### config.mk
export PLATFORM = sky130hd
export DESIGN_NAME = lcmd_link_top
export DESIGN_NICKNAME = d
export VERILOG_FILES = /design/src/rtl/lcmd_pkg.sv /design/src/rtl/lcmd_ctrl.sv /design/src/rtl/lcmd_datapath.sv /design/src/rtl/lcmd_link_top.sv
export SDC_FILE = /design/constraint.sdc
export NUM_CORES = 1
export LEC_CHECK = 0
export BUFFER_PORTS_ARGS = -buffer_cell sky130_fd_sc_hd__buf_2
export CAP_MARGIN = 20
export CORE_MARGIN = 2
export CORE_UTILIZATION = 54
export DETAILED_ROUTE_END_ITERATION = 7
export PLACE_DENSITY = 0.78
export SYNTH_ARGS = -nofsm -noshare
export SYNTH_HDL_FRONTEND = slang
export SYNTH_SLANG_ARGS = --single-unit
### constraint.sdc
create_clock -name clk -period 2.7 [get_ports clk]
set_input_delay 0.27 -clock clk [delete_from_list [all_inputs] [get_ports clk]]
set_output_delay 0.27 -clock clk [all_outputs]
set_load 0.03 [all_outputs]
### src/rtl/lcmd_pkg.sv
package lcmd_pkg;
  localparam int SYM_W     = 8;
  localparam int CMD_W     = 11;
  localparam int CRC_W     = 5;
  localparam int WORD_W    = CMD_W + CRC_W;
  localparam int WORD_SYMS = WORD_W / SYM_W;
  localparam int START_LEN = 4;
  localparam int COPIES    = 2;
  localparam int FRAME_LEN = START_LEN + COPIES * WORD_SYMS;
  localparam int HIST      = FRAME_LEN - 1;
  localparam int IDX_W     = $clog2(FRAME_LEN);
  localparam int CNT_W     = $clog2(START_LEN + 1);

  localparam logic [CRC_W-1:0] CRC_POLY = 5'b00101;
  localparam logic [CRC_W-1:0] CRC_INIT = '1;

  typedef logic [IDX_W-1:0] symIdx_t;

  typedef struct packed {
    logic    txLoad;
    logic    txActive;
    symIdx_t txIdx;
    logic    rxShift;
    logic    rxCapture;
  } lcmdStrobes_t;

  function automatic logic [CRC_W-1:0] crcCalc(input logic [CMD_W-1:0] info);
    logic [CRC_W-1:0] r;
    logic fb;
    r = CRC_INIT;
    for (int i = CMD_W - 1; i >= 0; i--) begin
      fb = r[CRC_W-1] ^ info[i];
      r  = {r[CRC_W-2:0], 1'b0};
      if (fb) r = r ^ CRC_POLY;
    end
    return ~r;
  endfunction
endpackage

### src/rtl/lcmd_ctrl.sv
module lcmd_ctrl
  import lcmd_pkg::*;
(
  input  logic         clk,
  input  logic         rstN,
  input  logic         txCmdValid,
  output logic         txCmdReady,
  input  logic         rxSymValid,
  input  logic         frameOk,
  output lcmdStrobes_t strb
);
  localparam symIdx_t LAST_IDX = symIdx_t'(FRAME_LEN - 1);

  logic    busy;
  symIdx_t idx;
  logic    accept;

  assign txCmdReady = !busy;
  assign accept     = txCmdValid && !busy;

  always_ff @(posedge clk) begin
    if (!rstN) begin
      busy <= 1'b0;
      idx  <= '0;
    end else if (accept) begin
      busy <= 1'b1;
      idx  <= '0;
    end else if (busy) begin
      if (idx == LAST_IDX) begin
        busy <= 1'b0;
        idx  <= '0;
      end else begin
        idx <= idx + 1'b1;
      end
    end
  end

  always_comb begin
    strb           = '0;
    strb.txLoad    = accept;
    strb.txActive  = busy;
    strb.txIdx     = idx;
    strb.rxShift   = rxSymValid;
    strb.rxCapture = rxSymValid && frameOk;
  end

  // a taken command blocks the next one on the following cycle
  assert_ready_drop_R4: assert property (@(posedge clk) disable iff (!rstN)
    (txCmdValid && txCmdReady) |=> !txCmdReady);

  // a frame always begins at index zero right after the handshake
  assert_frame_start_R1: assert property (@(posedge clk) disable iff (!rstN)
    (txCmdValid && txCmdReady) |=> (strb.txActive && strb.txIdx == '0));
endmodule

### src/rtl/lcmd_datapath.sv
module lcmd_datapath
  import lcmd_pkg::*;
#(
  parameter logic [START_LEN*SYM_W-1:0] START_SET = 32'h5C5C5CF7,
  parameter int MIN_START_MATCH = 3
) (
  input  logic             clk,
  input  logic             rstN,
  input  lcmdStrobes_t     strb,
  input  logic [CMD_W-1:0] txCmd,
  output logic             txSymValid,
  output logic [SYM_W-1:0] txSymData,
  output logic             txSymIsK,
  input  logic [SYM_W-1:0] rxSymData,
  input  logic             rxSymIsK,
  output logic             frameOk,
  output logic             cmdValid,
  output logic [CMD_W-1:0] cmdOut
);
  // ---------------- transmit ----------------
  logic [WORD_W-1:0] txWord;
  logic [SYM_W-1:0]  txFrame  [FRAME_LEN];
  logic              txFrameK [FRAME_LEN];

  always_ff @(posedge clk) begin
    if (!rstN) txWord <= '0;
    else if (strb.txLoad) txWord <= {txCmd, crcCalc(txCmd)};
  end

  always_comb begin
    for (int g = 0; g < START_LEN; g++) begin
      txFrame[g]  = START_SET[(START_LEN-1-g)*SYM_W +: SYM_W];
      txFrameK[g] = 1'b1;
    end
    for (int c = 0; c < COPIES; c++) begin
      for (int b = 0; b < WORD_SYMS; b++) begin
        txFrame[START_LEN + c*WORD_SYMS + b]  = txWord[(WORD_SYMS-1-b)*SYM_W +: SYM_W];
        txFrameK[START_LEN + c*WORD_SYMS + b] = 1'b0;
      end
    end
  end

  assign txSymValid = strb.txActive;
  assign txSymData  = strb.txActive ? txFrame[strb.txIdx] : '0;
  assign txSymIsK   = strb.txActive && txFrameK[strb.txIdx];

  // ---------------- receive ----------------
  logic [SYM_W-1:0]  hist  [HIST];
  logic              histK [HIST];
  logic [SYM_W-1:0]  cand  [FRAME_LEN];
  logic              candK [FRAME_LEN];

  for (genvar i = 0; i < FRAME_LEN; i++) begin : g_cand
    if (i < HIST) begin : g_old
      assign cand[i]  = hist[i];
      assign candK[i] = histK[i];
    end else begin : g_new
      assign cand[i]  = rxSymData;
      assign candK[i] = rxSymIsK;
    end
  end

  always_ff @(posedge clk) begin
    if (!rstN) begin
      for (int i = 0; i < HIST; i++) begin
        hist[i]  <= '0;
        histK[i] <= 1'b0;
      end
    end else if (strb.rxShift) begin
      for (int i = 0; i < HIST; i++) begin
        hist[i]  <= cand[i+1];
        histK[i] <= candK[i+1];
      end
    end
  end

  logic [CNT_W-1:0]  matchCnt;
  logic              startOk;
  logic [WORD_W-1:0] rxWord [COPIES];
  logic [COPIES-1:0] copyAllD;
  logic [COPIES-1:0] copyCrcOk;
  logic [COPIES-1:0] copySame;

  always_comb begin
    matchCnt = '0;
    for (int g = 0; g < START_LEN; g++) begin
      if (candK[g] && cand[g] == START_SET[(START_LEN-1-g)*SYM_W +: SYM_W])
        matchCnt = matchCnt + 1'b1;
    end
  end

  assign startOk = (matchCnt >= CNT_W'(MIN_START_MATCH));

  always_comb begin
    for (int c = 0; c < COPIES; c++) begin
      rxWord[c]   = '0;
      copyAllD[c] = 1'b1;
      for (int b = 0; b < WORD_SYMS; b++) begin
        rxWord[c][(WORD_SYMS-1-b)*SYM_W +: SYM_W] = cand[START_LEN + c*WORD_SYMS + b];
        if (candK[START_LEN + c*WORD_SYMS + b]) copyAllD[c] = 1'b0;
      end
    end
    for (int c = 0; c < COPIES; c++) begin
      copyCrcOk[c] = (crcCalc(rxWord[c][WORD_W-1 -: CMD_W]) == rxWord[c][CRC_W-1:0]);
      copySame[c]  = (rxWord[c] == rxWord[0]);
    end
  end

  assign frameOk = startOk && (&copyAllD) && (&copyCrcOk) && (&copySame);

  always_ff @(posedge clk) begin
    if (!rstN) begin
      cmdValid <= 1'b0;
      cmdOut   <= '0;
    end else begin
      cmdValid <= strb.rxCapture;
      if (strb.rxCapture) cmdOut <= rxWord[0][WORD_W-1 -: CMD_W];
    end
  end

  // the latched word may not change while its frame is on the wire
  assert_word_hold_R2: assert property (@(posedge clk) disable iff (!rstN)
    ($past(strb.txActive) && strb.txActive) |-> $stable(txWord));

  // once data symbols of a frame begin, no K symbol follows in it
  assert_no_k_after_d_R2: assert property (@(posedge clk) disable iff (!rstN)
    (txSymValid && !txSymIsK) |=> !txSymIsK);
endmodule

### src/rtl/lcmd_link_top.sv
module lcmd_link_top
  import lcmd_pkg::*;
#(
  parameter logic [START_LEN*SYM_W-1:0] START_SET = 32'h5C5C5CF7,
  parameter int MIN_START_MATCH = 3
) (
  input  logic             clk,
  input  logic             rstN,
  input  logic             txCmdValid,
  output logic             txCmdReady,
  input  logic [CMD_W-1:0] txCmd,
  output logic             txSymValid,
  output logic [SYM_W-1:0] txSymData,
  output logic             txSymIsK,
  input  logic             rxSymValid,
  input  logic [SYM_W-1:0] rxSymData,
  input  logic             rxSymIsK,
  output logic             cmdValid,
  output logic [CMD_W-1:0] cmdOut
);
  lcmdStrobes_t strb;
  logic         frameOk;

  lcmd_ctrl ctrl_i (
    .clk        (clk),
    .rstN       (rstN),
    .txCmdValid (txCmdValid),
    .txCmdReady (txCmdReady),
    .rxSymValid (rxSymValid),
    .frameOk    (frameOk),
    .strb       (strb)
  );

  lcmd_datapath #(
    .START_SET       (START_SET),
    .MIN_START_MATCH (MIN_START_MATCH)
  ) dp_i (
    .clk        (clk),
    .rstN       (rstN),
    .strb       (strb),
    .txCmd      (txCmd),
    .txSymValid (txSymValid),
    .txSymData  (txSymData),
    .txSymIsK   (txSymIsK),
    .rxSymData  (rxSymData),
    .rxSymIsK   (rxSymIsK),
    .frameOk    (frameOk),
    .cmdValid   (cmdValid),
    .cmdOut     (cmdOut)
  );

  // a command pulse only follows a cycle in which a symbol was taken
  assert_pulse_after_symbol_R5: assert property (@(posedge clk) disable iff (!rstN)
    cmdValid |-> $past(rxSymValid));
endmodule

# --- After elaboration in Yosys (flattened, before gate mapping) ---
# Memory sizes are Yosys's and may differ from the RTL's.
# Index checks and enable logic that the tools add are counted.
# Widths: inputs -> output; s select.
word_totals:
  reg_bits: 32
  latchBits: 0
  ram_bits: 63
  romBits: 8
  output_inout_bits: 23
  word_cells: 206
  n_memories: 3
op_classes:
  n_addsub: 4
  n_mul: 0
  n_div: 0
  n_lt_le_gt_ge: 2
  eq_ne: 8
  shifts: 0
  muxes: 91
  bitwise: 79
  reduce_logical: 14
mem_list:
  columns: ["name", "depth", "width", "read_ports", "rd_clocked_by_memory_dff", "wr", "line_no", "text"]
  rows:
  - ["dp_i.hist", 7, 8, 7, 0, 7, "lcmd_datapath.sv:48", "logic [SYM_W-1:0] hist [HIST];"]
  - ["(no name shown)", 8, 1, 1, 0, 0, "lcmd_datapath.sv:45", "assign txSymIsK = strb.txActive && txFrameK[strb.txIdx];"]
  - ["dp_i.histK", 7, 1, 7, 0, 7, "lcmd_datapath.sv:49", "logic histK [HIST];"]
ops:
  columns: ["operator", "count"]
  rows:
  - ["$mux 3", 37]
  - ["$mux 5", 22]
  - ["$mux 8", 10]
  - ["$not 2->2", 30]
  - ["$xor 1x1->1", 26]
  - ["$bmux 8 s3", 1]
  - ["$eq 8x7->1 const B", 3]
  - ["$mux 1", 21]
  - ["$eq 16x16->1", 1]
  - ["$not 5->5", 3]
  - ["$or 1x1->1", 14]
  - ["$eq 5x5->1", 2]
  - ["$logic_and 1x1->1", 10]
  - ["$add 3x1->3 const B", 3]
  - ["$eq 8x8->1 const B", 1]
  - ["$ge 4x4->1 const B", 1]
  - ["$not 3->4", 1]
  - ["$reduce_and 2->1", 2]
  - ["$xor 1x1->1 const A", 4]
  - ["$eq 3x3->1 const B", 1]
  - ["$ge 3x2->1 const B", 1]
  - ["$add 1x1->2 const B", 1]
  - ["$reduce_or 2->1", 1]
  - ["$logic_not 1->1", 1]
  - ["$not 1->1", 1]

# --- Logic depth before layout (Yosys ltp) ---
# Gate-level depths: netlist (run 1).
depth:
  depth_word: 45
  ltp_mapped: 15
  mapped_depth_nobuf: 14

# --- Hierarchy ---
# From an unflattened synthesis (run 1), not the netlist that was laid out.
unflattened:
  cells_unflattened: 400
  hier_area_um2: 4812.1
modules_own_cells:
  columns: ["mod", "n_inst", "cells_per_inst", "area_per_inst_um2", "seq_area_each_um2"]
  rows:
  - ["lcmd_datapath", 1, 377, 4581.9, 2402.3]
  - ["lcmd_ctrl", 1, 23, 230.2, 80.1]

# --- Least setup slack after synthesis (run 1) ---
# OpenSTA, ideal clock, no wires.
synth_path:
  path_type: "flip-flop to flip-flop"
  from: "mem dp_i.hist[1][7], in the netlist dp_i.hist[0][15]"
  to: "reg dp_i.cmdOut[0]"
  arrival_ns: 2.731
  path_slack_ns: -0.102
  stages_incl_launch_ff: 13
  n_path_buf: 1
  period_less_slack_ns: 2.802
  cell_sequence: "edfxtp_1 -> nand4b_1 -> nor3b_1 -> nand3_1 -> inv_1 -> ha_1 -> nor2_1 -> or4b_2 -> a21oi_1 -> o31ai_1 -> nor4_2 -> buf_6 -> mux2i_1"
synth_lines:
  columns: ["element", "line_no", "text"]
  rows:
  - ["from (decl)", "lcmd_datapath.sv:48", null]
  - ["to (signal assigned)", "lcmd_datapath.sv:117", "if (strb.rxCapture) cmdOut <= rxWord[0][WORD_W-1 -: CMD_W];"]
  - ["to (decl)", "lcmd_datapath.sv:18", "output logic [CMD_W-1:0] cmdOut"]

==> reports/results.ini, run 1 <==
[die]
die_y_um=101
fp.dieW_um=101
core_area_um2=9240
io_pins=47
placementRows=35
start_util_pct=55.5
die-area_um2=10300

[synthesis]
synthCells=467
ys_seq_area_share_pct=49.2
ys_warn_count=0
synth_edf_count=62
ys_seq_elements=95
synth_fp_nets=499
synth.distinct_cells=53
synthTopCellsByArea=edfxtp_1 (36%), dfxtp_1 (13%), xnor2_1 (8.0%)
yosysTopAreaCell=edfxtp_1
async_reset_ff_share_pct=0
synth_area_um2=5130
syn_area_per_cell_um2=11.0
yosys_most_used_dff=edfxtp_1
synth_top_area_share_pct=36.3

[timing]
period_needed_ns=3.01
worstMarginPinSlew_ns=0.696
drv_slew=0
period_share_pct=111
max_freq_ghz=0.332
slew-limit-headroom_pct=53.1
setup_ws_ns=-0.308
hold_viol_final=0
rsz0062_at_grt=true
setup_viol=12
skew_ns=0.00611

[run_status]
outcome=finished with violations
violations=negative setup slack

[route]
drc=0
vias=3627
vias_per_cell=5.57
drt_iter0_drc=234
totalWireLength_um=11200
drt_pre_antenna_iters=4
avgRoutedWirePerCell_um=17.2
ant_nets=0

[power_and_ir_drop]
power_density_nw_per_um2=562
p_total_uw=3300
leakage_uw=0.00252
peakVddDrop_mv=0.271

[job]
drv_cap=0

[cts]
worstSkewPairLatency_ns=0.38
cts_max_level=3
numClockSinks=95
path_clk_slew_ns=0.09
cts_buffers=9
postCtsHoldBufs=0
cts_root_buf=clkbuf_8
cts_buffer_depth=2
cts_tree=built

[final_layout]
multi_input_area_um2=2540
nets=549
final_common_cell=nand2_1
nFillCells=729
diodes=0
utilization_pct=63.6
final_cell_mix=nand2_1 (64), edfxtp_1 (62), and3_1 (56), xnor2_1 (46), buf_2 (46)
area_growth_pct=14.6
drive_gt1_share_pct=20.3
regArea_um2=2520

[setup_path]
cp-end-kind=register
path_buf_inv=2
path_max_fanout=6
worstPathRequired_ns=3.00
worstPathArrival_ns=3.31
slowest_stage=edfxtp_1
startpoint_type=register
cpLargestDelayFamily=simple AND/OR/NAND/NOR gates
crit_path_max_incr_delay_ns=0.41
path_cells=nand4b_1 > nor3b_2 > nand3_1 > inv_2 > ha_4 > xnor2_2 > ha_1 > nor2b_4 > o2111ai_2 > o32ai_2 > o31ai_2 > nor4_4 > buf_8 > mux2i_1
critPathKind=register to register

[placed_design]
finalWeightedCongestion=0.892
place_hpwl_um=7810
numPortBuffers=46

[global_route]
grt_max_degree=56
gr-total-overflow=0
grt_pass1_wl_um=17900
antenna_found_initial=0
first_global_vias=3518
grt_use_total_pct=23.0

[hold_path]
hp-class=primary input to register

[metal layers]
metal / wire, µm / track usage [%] / vias to the layer above
li1: - / - / 1756
met1: 5390 / 32.9 / 1747
met2: 5050 / 34.6 / 106
met3: 596 / 5.94 / 18
met4: 174 / 7.07 / 0
met5: 0 / 0 / -
[registers in the layout, summed over array words and instances, names as in the netlist]
register	count
dp_i.cmdOut	11
dp_i.cmdValid	1
dp_i.txWord	16
dp_i.hist	56
ctrl_i.busy	1
dp_i.histK	7
ctrl_i.idx	3
[final timing paths]
| kind | startpoint | endpoint | slack [ns] | cells past startpoint |
|---|---|---|---|---|
| hold reg to reg | dp_i.cmdOut[0] | dp_i.cmdOut[0] | 0.46 | 2 |
| setup reg to reg | dp_i.hist[0][15] | dp_i.cmdOut[9] | -0.31 | 14 |
| setup / recovery | dp_i.hist[0][15] | dp_i.cmdOut[9] | -0.31 | 14 |
| hold / removal | txCmd[3] | dp_i.txWord[8] | 0.15 | 3 |
[power by group]
part / switching, µW / internal, µW
clock: 531 / 434
combinational: 311 / 301
sequential: 86.0 / 1640
[metrics by stage]
step | TNS [ns] | instance area [µm²] | cells | worst slack (ns) | hold WS [ns]
2_1_floorplan | -0.719 | 5150 | 467 | -0.0719 | 0.415
3_3_place_gp | -1.64 | 5580 | 631 | -0.147 | 0.440
3_5_place_dp | -3.28 | 5580 | 631 | -0.303 | 0.450
4_1_cts | -2.46 | 5840 | 651 | -0.221 | 0.143
5_1_grt | -5.35 | 5880 | 651 | -0.488 | 0.164
6_report | -3.26 | 5880 | 651 | -0.308 | 0.152
[synth_stat cells, types with 8 or more instances]
cell and number:
nand2_1 64, edfxtp_1 62, and3_1 57, xnor2_1 47, dfxtp_1 33, clkbuf_1 30, mux2i_1 19, a21boi_0 14
and2_1 13, a21oi_1 11, nor2_1 11, xor2_1 9, ha_1 8
[logic make-up (layout without fill, tap and decap cells)]
logic type               Yosys count  count (layout)  share of synthesized area, %
AO/OA/AOI/OAI                     49              49                          6.81
XOR/XNOR                          68              68                          15.0
adder cells (fa/ha/maj)            8               8                          1.95
buffers and inverters             38              93                          3.12
flip-flops                        95              95                          49.2
multiplexers                      20              20                          3.93
AND/OR/NAND/NOR                  189             189                          20.1
[tightest hold or removal path, cell delays in order]
cell,delay (ns)
buf_2,0.11
nand2_1,0.04
a21boi_0,0.06
[repair_timing]
item	4_1_cts	5_1_grt
pin swaps	5	7
setup buffers	3	1
gates resized for setup	14	7
gates cloned	1	0
setup endpoints to repair	12	12
[layout make-up]
type                            count  share of cell area (%)
Timing Repair Buffer               73                    7.56
Inverter                            4                   0.255
Tap cell                          129                    2.75
Sequential cell                    95                    42.9
Multi-Input combinational cell    334                    43.2
Clock inverter                      6                    1.17
Clock buffer                       10                    2.17
Power figures use the tool's default switching activity.
==> inputs of run 2 (changes only) <==
- CORE_MARGIN: 2 -> 1.5
==> reports/results.ini, run 2 (same netlist as run 1, synthesis figures left out) <==
[setup_path]
worstPathRequired_ns=2.99  ; about the same
cp-end-kind=register
cpLargestDelayFamily=simple AND/OR/NAND/NOR gates
slowest_stage=edfxtp_1
critPathKind=register to register
path_max_fanout=6  ; unchanged
path_buf_inv=3  ; +1
path_cells=nand4b_1 > nor3b_2 > nand3_1 > inv_2 > ha_4 > xnor2_1 > ha_1 > nor2b_4 > o2111ai_2 > o32ai_2 > o31ai_2 > nor4_2 > buf_4 > buf_8 > mux2i_1
crit_path_max_incr_delay_ns=0.39  ; -0.02 ns
startpoint_type=register
worstPathArrival_ns=3.24  ; -0.07 ns

[route]
totalWireLength_um=10900  ; -3.1%
vias_per_cell=5.50  ; -1.2%
ant_nets=0  ; unchanged
drt_pre_antenna_iters=4  ; unchanged
vias=3582  ; -1.2%
drc=0  ; unchanged
avgRoutedWirePerCell_um=16.7  ; -3.1%
drt_iter0_drc=169  ; -28%

[power_and_ir_drop]
power_switching_share_pct=28.1  ; +0.053 points
clkPwrFrac_pct=26.6  ; -2.6 points
leakage_uw=0.00249  ; -1.2%
power_density_nw_per_um2=543  ; -3.4%
internal_power_uw=2270  ; -4.2%
share_seq_of_total_power_pct=54.4  ; +2.2 points
p_total_uw=3160  ; -4.1%
p_sw_uw=891  ; -4.0%
power_frac_comb_pct=19.0  ; +0.5 points
peakVddDrop_mv=0.275  ; +1.2%

[final_layout]
final_cell_mix=nand2_1 (64), edfxtp_1 (62), and3_1 (56), xnor2_1 (47), buf_2 (46)
nFillCells=758  ; +4.0%
area_growth_pct=13.6
drive_gt1_share_pct=19.5  ; -0.77 points
largest_registers=dp_i.hist (56), dp_i.txWord (16), dp_i.cmdOut (11)
final_common_cell=nand2_1
nets=549  ; unchanged
largest_reg_flops=56  ; unchanged
diodes=0  ; unchanged
stdcell_count=651  ; unchanged
registers.top_by_ff_count=dp_i.hist

[run_status]
outcome=finished with violations
violations=negative setup slack

[die]
fp.dieW_um=100  ; -0.99%
die_y_um=100  ; -0.99%
core_area_um2=9240  ; unchanged
start_util_pct=55.5  ; unchanged
placementRows=35  ; unchanged
io_pins=47  ; unchanged
die-area_um2=10100  ; -2.0%

[cts]
cts_tree=built
numClockSinks=95  ; unchanged
path_clk_slew_ns=0.10  ; about the same
postCtsHoldBufs=0  ; unchanged
worstSkewPairLatency_ns=0.37  ; about the same
cts_max_level=3  ; unchanged
cts_root_buf=clkbuf_8
cts_buffers=9  ; unchanged
cts_buffer_depth=2  ; unchanged

[timing]
drv_slew=0  ; unchanged
hold_ws_ns=0.162  ; +0.0104 ns
finalSetupTns_ns=-2.65  ; +0.607 ns
period_share_pct=109  ; -2.1 points
rsz0062_at_grt=true
worstMarginPinSlew_ns=0.655  ; -0.0410 ns
setup_ws_ns=-0.250  ; +0.0579 ns
period_needed_ns=2.95  ; -0.0579 ns
hold_viol_final=0  ; unchanged
slew-limit-headroom_pct=55.9  ; +2.8 points
max_freq_ghz=0.339  ; +2.0%
setup_viol=12  ; unchanged
skew_ns=0.0197  ; +0.0136 ns

[placed_design]
place_hpwl_um=7590  ; -2.8%
dp.cells=631  ; unchanged
finalWeightedCongestion=0.879  ; -1.5%
numPortBuffers=46  ; unchanged
pre_cts_ws_ns=-0.280  ; +0.0230 ns

[global_route]
first_global_vias=3427  ; -2.6%
antenna_found_initial=0  ; unchanged
grt_use_total_pct=22.8  ; -0.17 points
grt_pass1_wl_um=17700  ; -1.0%
gr-total-overflow=0  ; unchanged
grt_max_degree=56  ; unchanged

[job]
drv_cap=0  ; unchanged

[hold_path]
hp-class=primary input to register

-- run 2: tightest hold or removal path: stages --
cell and delay (ns):
buf_2 0.11, nand2_1 0.05, a21boi_0 0.06
-- run 2: final timing paths --
kind | start | to | slack [ns] | depth (start not counted)
max | dp_i.hist[0][15] | dp_i.cmdOut[2] | -0.25 | 15
min | txCmd[3] | dp_i.txWord[8] | 0.16 | 3
max reg2reg | dp_i.hist[0][15] | dp_i.cmdOut[2] | -0.25 | 15
min reg2reg | dp_i.cmdOut[9] | dp_i.cmdOut[9] | 0.46 | 2
-- run 2: power groups by stage --
stage	sequential [µW]	combinational (µW)	clock, µW
2_1_floorplan	1710	474	0
3_3_place_gp	1750	583	0
3_5_place_dp	1750	594	0
4_1_cts	1720	599	869
5_1_grt	1730	654	921
6_report	1720	602	842
-- run 2: stage by stage --
step / utilization, % / area (µm²)
CTS: 62.8 / 5800
floorplan: - / 5150
global route: 63.1 / 5830
detailed placement: 60.3 / 5580
finish: 63.1 / 5830
global placement: 60.3 / 5580
-- run 2: repair_timing --
| item | in CTS | in global routing |
|---|---|---|
| resized for setup | 12 | 7 |
| buffers inserted | 3 | 0 |
| endpoints found under the setup margin | 12 | 12 |
| pin swaps | 5 | 4 |
| cloned | 1 | 0 |
-- run 2: cell type report --
| type | count | area (µm²) | share of cell area, % |
|---|---|---|---|
| clock buffers | 11 | 131 | 2.25 |
| clock inverters | 5 | 32.5 | 0.558 |
| inverters | 4 | 15.0 | 0.258 |
| multi-input cells | 334 | 2520 | 43.3 |
| flip-flops and latches | 95 | 2520 | 43.3 |
| well taps | 129 | 161 | 2.77 |
| repair buffers | 73 | 444 | 7.62 |
-- run 2: routing by layer --
metal | routed length [µm] | track usage [%] | vias up
met5 | 0 | 0 | -
met1 | 5380 | 34.4 | 1717
li1 | - | - | 1764
met2 | 4860 | 33.6 | 91
met3 | 506 | 3.81 | 10
met4 | 129 | 7.58 | 0
==> inputs of run 3 (changes only) <==
- ABC_AREA: not set -> 1
- CORE_UTILIZATION: 54 -> 50
- PLACE_DENSITY: 0.78 -> 0.73
==> reports/results.ini, run 3 <==
[synthesis]
synth_area_um2=5350  ; +4.3%
syn_area_per_cell_um2=7.26  ; -34%
yosys_most_used_dff=edfxtp_1
synth.most_common_cell=nand2_1
ys_seq_elements=95  ; unchanged
ys_warn_count=0  ; unchanged
synth_top_area_share_pct=34.8  ; -1.5 points
ys_seq_area_share_pct=47.1  ; -2.0 points
yosysTopAreaCell=edfxtp_1
synth_common_cells=nand2_1 (209), nor2_1 (132), inv_1 (106), edfxtp_1 (62), nand3_1 (51)
synthTopCellsByArea=edfxtp_1 (35%), nand2_1 (15%), dfxtp_1 (12%)
synth_fp_nets=769  ; +54%
async_reset_ff_share_pct=0  ; unchanged
synth_edf_count=62  ; unchanged
synthCells=737  ; +58%
synth.distinct_cells=30  ; -43%

[power_and_ir_drop]
power_density_nw_per_um2=552  ; +1.8%
peakVddDrop_mv=0.343  ; +25%
leakage_uw=0.00299  ; +20%

[cts]
cts_max_level=3  ; unchanged
path_clk_slew_ns=0.10  ; about the same
cts_buffers=9  ; unchanged
postCtsHoldBufs=0  ; unchanged
cts_buffer_depth=2  ; unchanged
numClockSinks=95  ; unchanged
cts_root_buf=clkbuf_8
worstSkewPairLatency_ns=0.38  ; about the same
cts_tree=built

[timing]
period_share_pct=102  ; -7.0 points
setup_viol=11  ; -1
slew-limit-headroom_pct=60.0  ; +4.1 points
hold_viol_final=0  ; unchanged
drv_slew=0  ; unchanged
worstMarginPinSlew_ns=0.600  ; -0.0551 ns
max_freq_ghz=0.362  ; +6.9%
period_needed_ns=2.76  ; -0.190 ns
rsz0062_at_grt=true
skew_ns=0.0126  ; -0.00713 ns
setup_ws_ns=-0.0608  ; +0.190 ns
finalSetupTns_ns=-0.301  ; +2.35 ns

[placed_design]
place_area_um2=5760  ; +3.3%
numPortBuffers=46  ; unchanged
place_hpwl_um=10400  ; +37%
finalWeightedCongestion=0.975  ; +11%

[die]
fp.dieW_um=106  ; +6.0%
placementRows=37  ; +5.7%
io_pins=47  ; unchanged
core_area_um2=10400  ; +12%
start_util_pct=51.6  ; -3.9 points
die_y_um=106  ; +6.0%
die-area_um2=11300  ; +12%

[setup_path]
path_cells=inv_2 > nor4_4 > and3_4 > ha_4 > inv_2 > nand2_1 > nand2_2 > inv_2 > ha_4 > inv_2 > nor2_2 > nand2_1 > nand3_2 > nor2_2 > nor2_2 > nand3_2 > nor2_4 > clkbuf_16 > nor2_1 > nor2_1
critPathKind=register to register
cp_common_cell=inv_2
crit_path_max_incr_delay_ns=0.36  ; -0.03 ns
reg2reg_from=dp_i.hist[0][12]
path_max_fanout=5  ; -1
startpoint_type=register
worst-r2r-cell-count=20  ; +5
cp-end-kind=register
worstPathRequired_ns=3.02  ; +0.03 ns
slowest_stage=edfxtp_1
crit_path_start=dp_i.hist[0][12]
worstPathArrival_ns=3.08  ; -0.16 ns

[hold_path]
hp-class=primary input to register
min_from=txCmd[4]
holdPathStages=3  ; unchanged

[global_route]
gr-total-overflow=0  ; unchanged
groute.layer.met1.usage_pct=33.3  ; -1.1 points
grt.busiest_layer=met2
grt_max_degree=55  ; -1.8%
met3_usage_pct=4.48  ; +0.66 points
antenna_found_initial=0  ; unchanged
first_global_vias=4601  ; +34%
grt_pass1_wl_um=22500  ; +27%
grt_use_total_pct=25.8  ; +3.0 points
grt_use_met2_pct=42.9  ; +9.3 points

[route]
avgRoutedWirePerCell_um=15.3  ; -8.3%
ant_nets=0  ; unchanged
drc=0  ; unchanged
vias_per_cell=5.19  ; -5.7%
totalWireLength_um=14300  ; +32%
vias=4855  ; +36%
drt_iter0_drc=263  ; +56%
drt_pre_antenna_iters=6  ; +2

[run_status]
outcome=finished with violations
violations=negative setup slack

[final_layout]
regArea_um2=2520  ; unchanged
largest_reg_flops=56  ; unchanged
final_cell_mix=nand2_1 (205), nor2_1 (129), inv_1 (100), edfxtp_1 (62), nand3_1 (49)
fin_area_um2=6200  ; +6.3%
registers.top_by_ff_count=dp_i.hist
nFillCells=988  ; +30%
drive_gt1_share_pct=15.4  ; -4.2 points
multi_input_area_um2=2440  ; -3.1%
diodes=0  ; unchanged
final_common_cell=nand2_1
nets=827  ; +51%
area_growth_pct=15.8
largest_registers=dp_i.hist (56), dp_i.txWord (16), dp_i.cmdOut (11)
utilization_pct=59.7  ; -3.3 points

[job]
drv_cap=0  ; unchanged

## run 3: worst max-delay path, delay by kind of cell (launching register included)
family,cells,cell delay (ns)
adders and majority gates,2,0.47
buffers and inverters,5,0.34
DFF,1,0.36
and+or+nand+nor,13,1.52
## run 3: cell type report
type	count	share of cell area, %
Timing Repair Buffer	64	6.70
Inverter	114	6.91
Sequential cell	95	40.7
Clock buffer	9	2.00
Clock inverter	7	1.49
Tap cell	136	2.75
Multi-Input combinational cell	511	39.4
## run 3: path summary, 6_finish.rpt
kind	to	slack (ns)
setup / recovery	dp_i.cmdOut[3]	-0.06
hold / removal	dp_i.txWord[9]	0.17
hold reg to reg	dp_i.txWord[8]	0.46
setup reg to reg	dp_i.cmdOut[3]	-0.06
## run 3: cells by family (layout without fill, tap and decap cells)
group	after synthesis	after routing	synth area share, %
and+or+nand+nor	422	422	32.3
buffers and inverters	131	194	9.45
DFF	95	95	47.1
AOI/OAI and AO/OA	59	59	5.68
xor gates and xnor gates	22	22	3.60
adders and majority gates	8	8	1.87
## run 3: metrics by stage
stage                     std cells  hold WS [ns]  power (µW)  worst slack [ns]
after global routing            936         0.182        3590            -0.201
after floorplan                 737         0.423        2210             0.117
after detailed placement        910         0.452        2410            -0.126
after CTS                       934         0.161        3420           -0.0664
after global placement          910         0.439        2390            0.0215
final                           936         0.170        3420           -0.0608
## run 3: metal layers
| layer | part of all wire (%) | vias up |
|---|---|---|
| met5 | 0 | - |
| met4 | 2.9 | 0 |
| met3 | 5.8 | 33 |
| met2 | 49 | 149 |
| met1 | 43 | 2246 |
| li1 | - | 2427 |
## run 3: where the power goes
| part | total (µW) | leakage, µW | internal (µW) | switching (µW) |
|---|---|---|---|---|
| clock network | 1030 | 0.000109 | 451 | 582 |
| logic | 678 | 0.00193 | 215 | 462 |
| registers | 1710 | 0.000954 | 1640 | 71.0 |
| total | 3420 | 0.00299 | 2310 | 1120 |
## run 3: what timing repair did
item	in CTS	in global routing
pin swaps	14	23
cloned	1	1
gates resized for setup	18	14
setup endpoints to repair	11	12
setup buffers	7	1
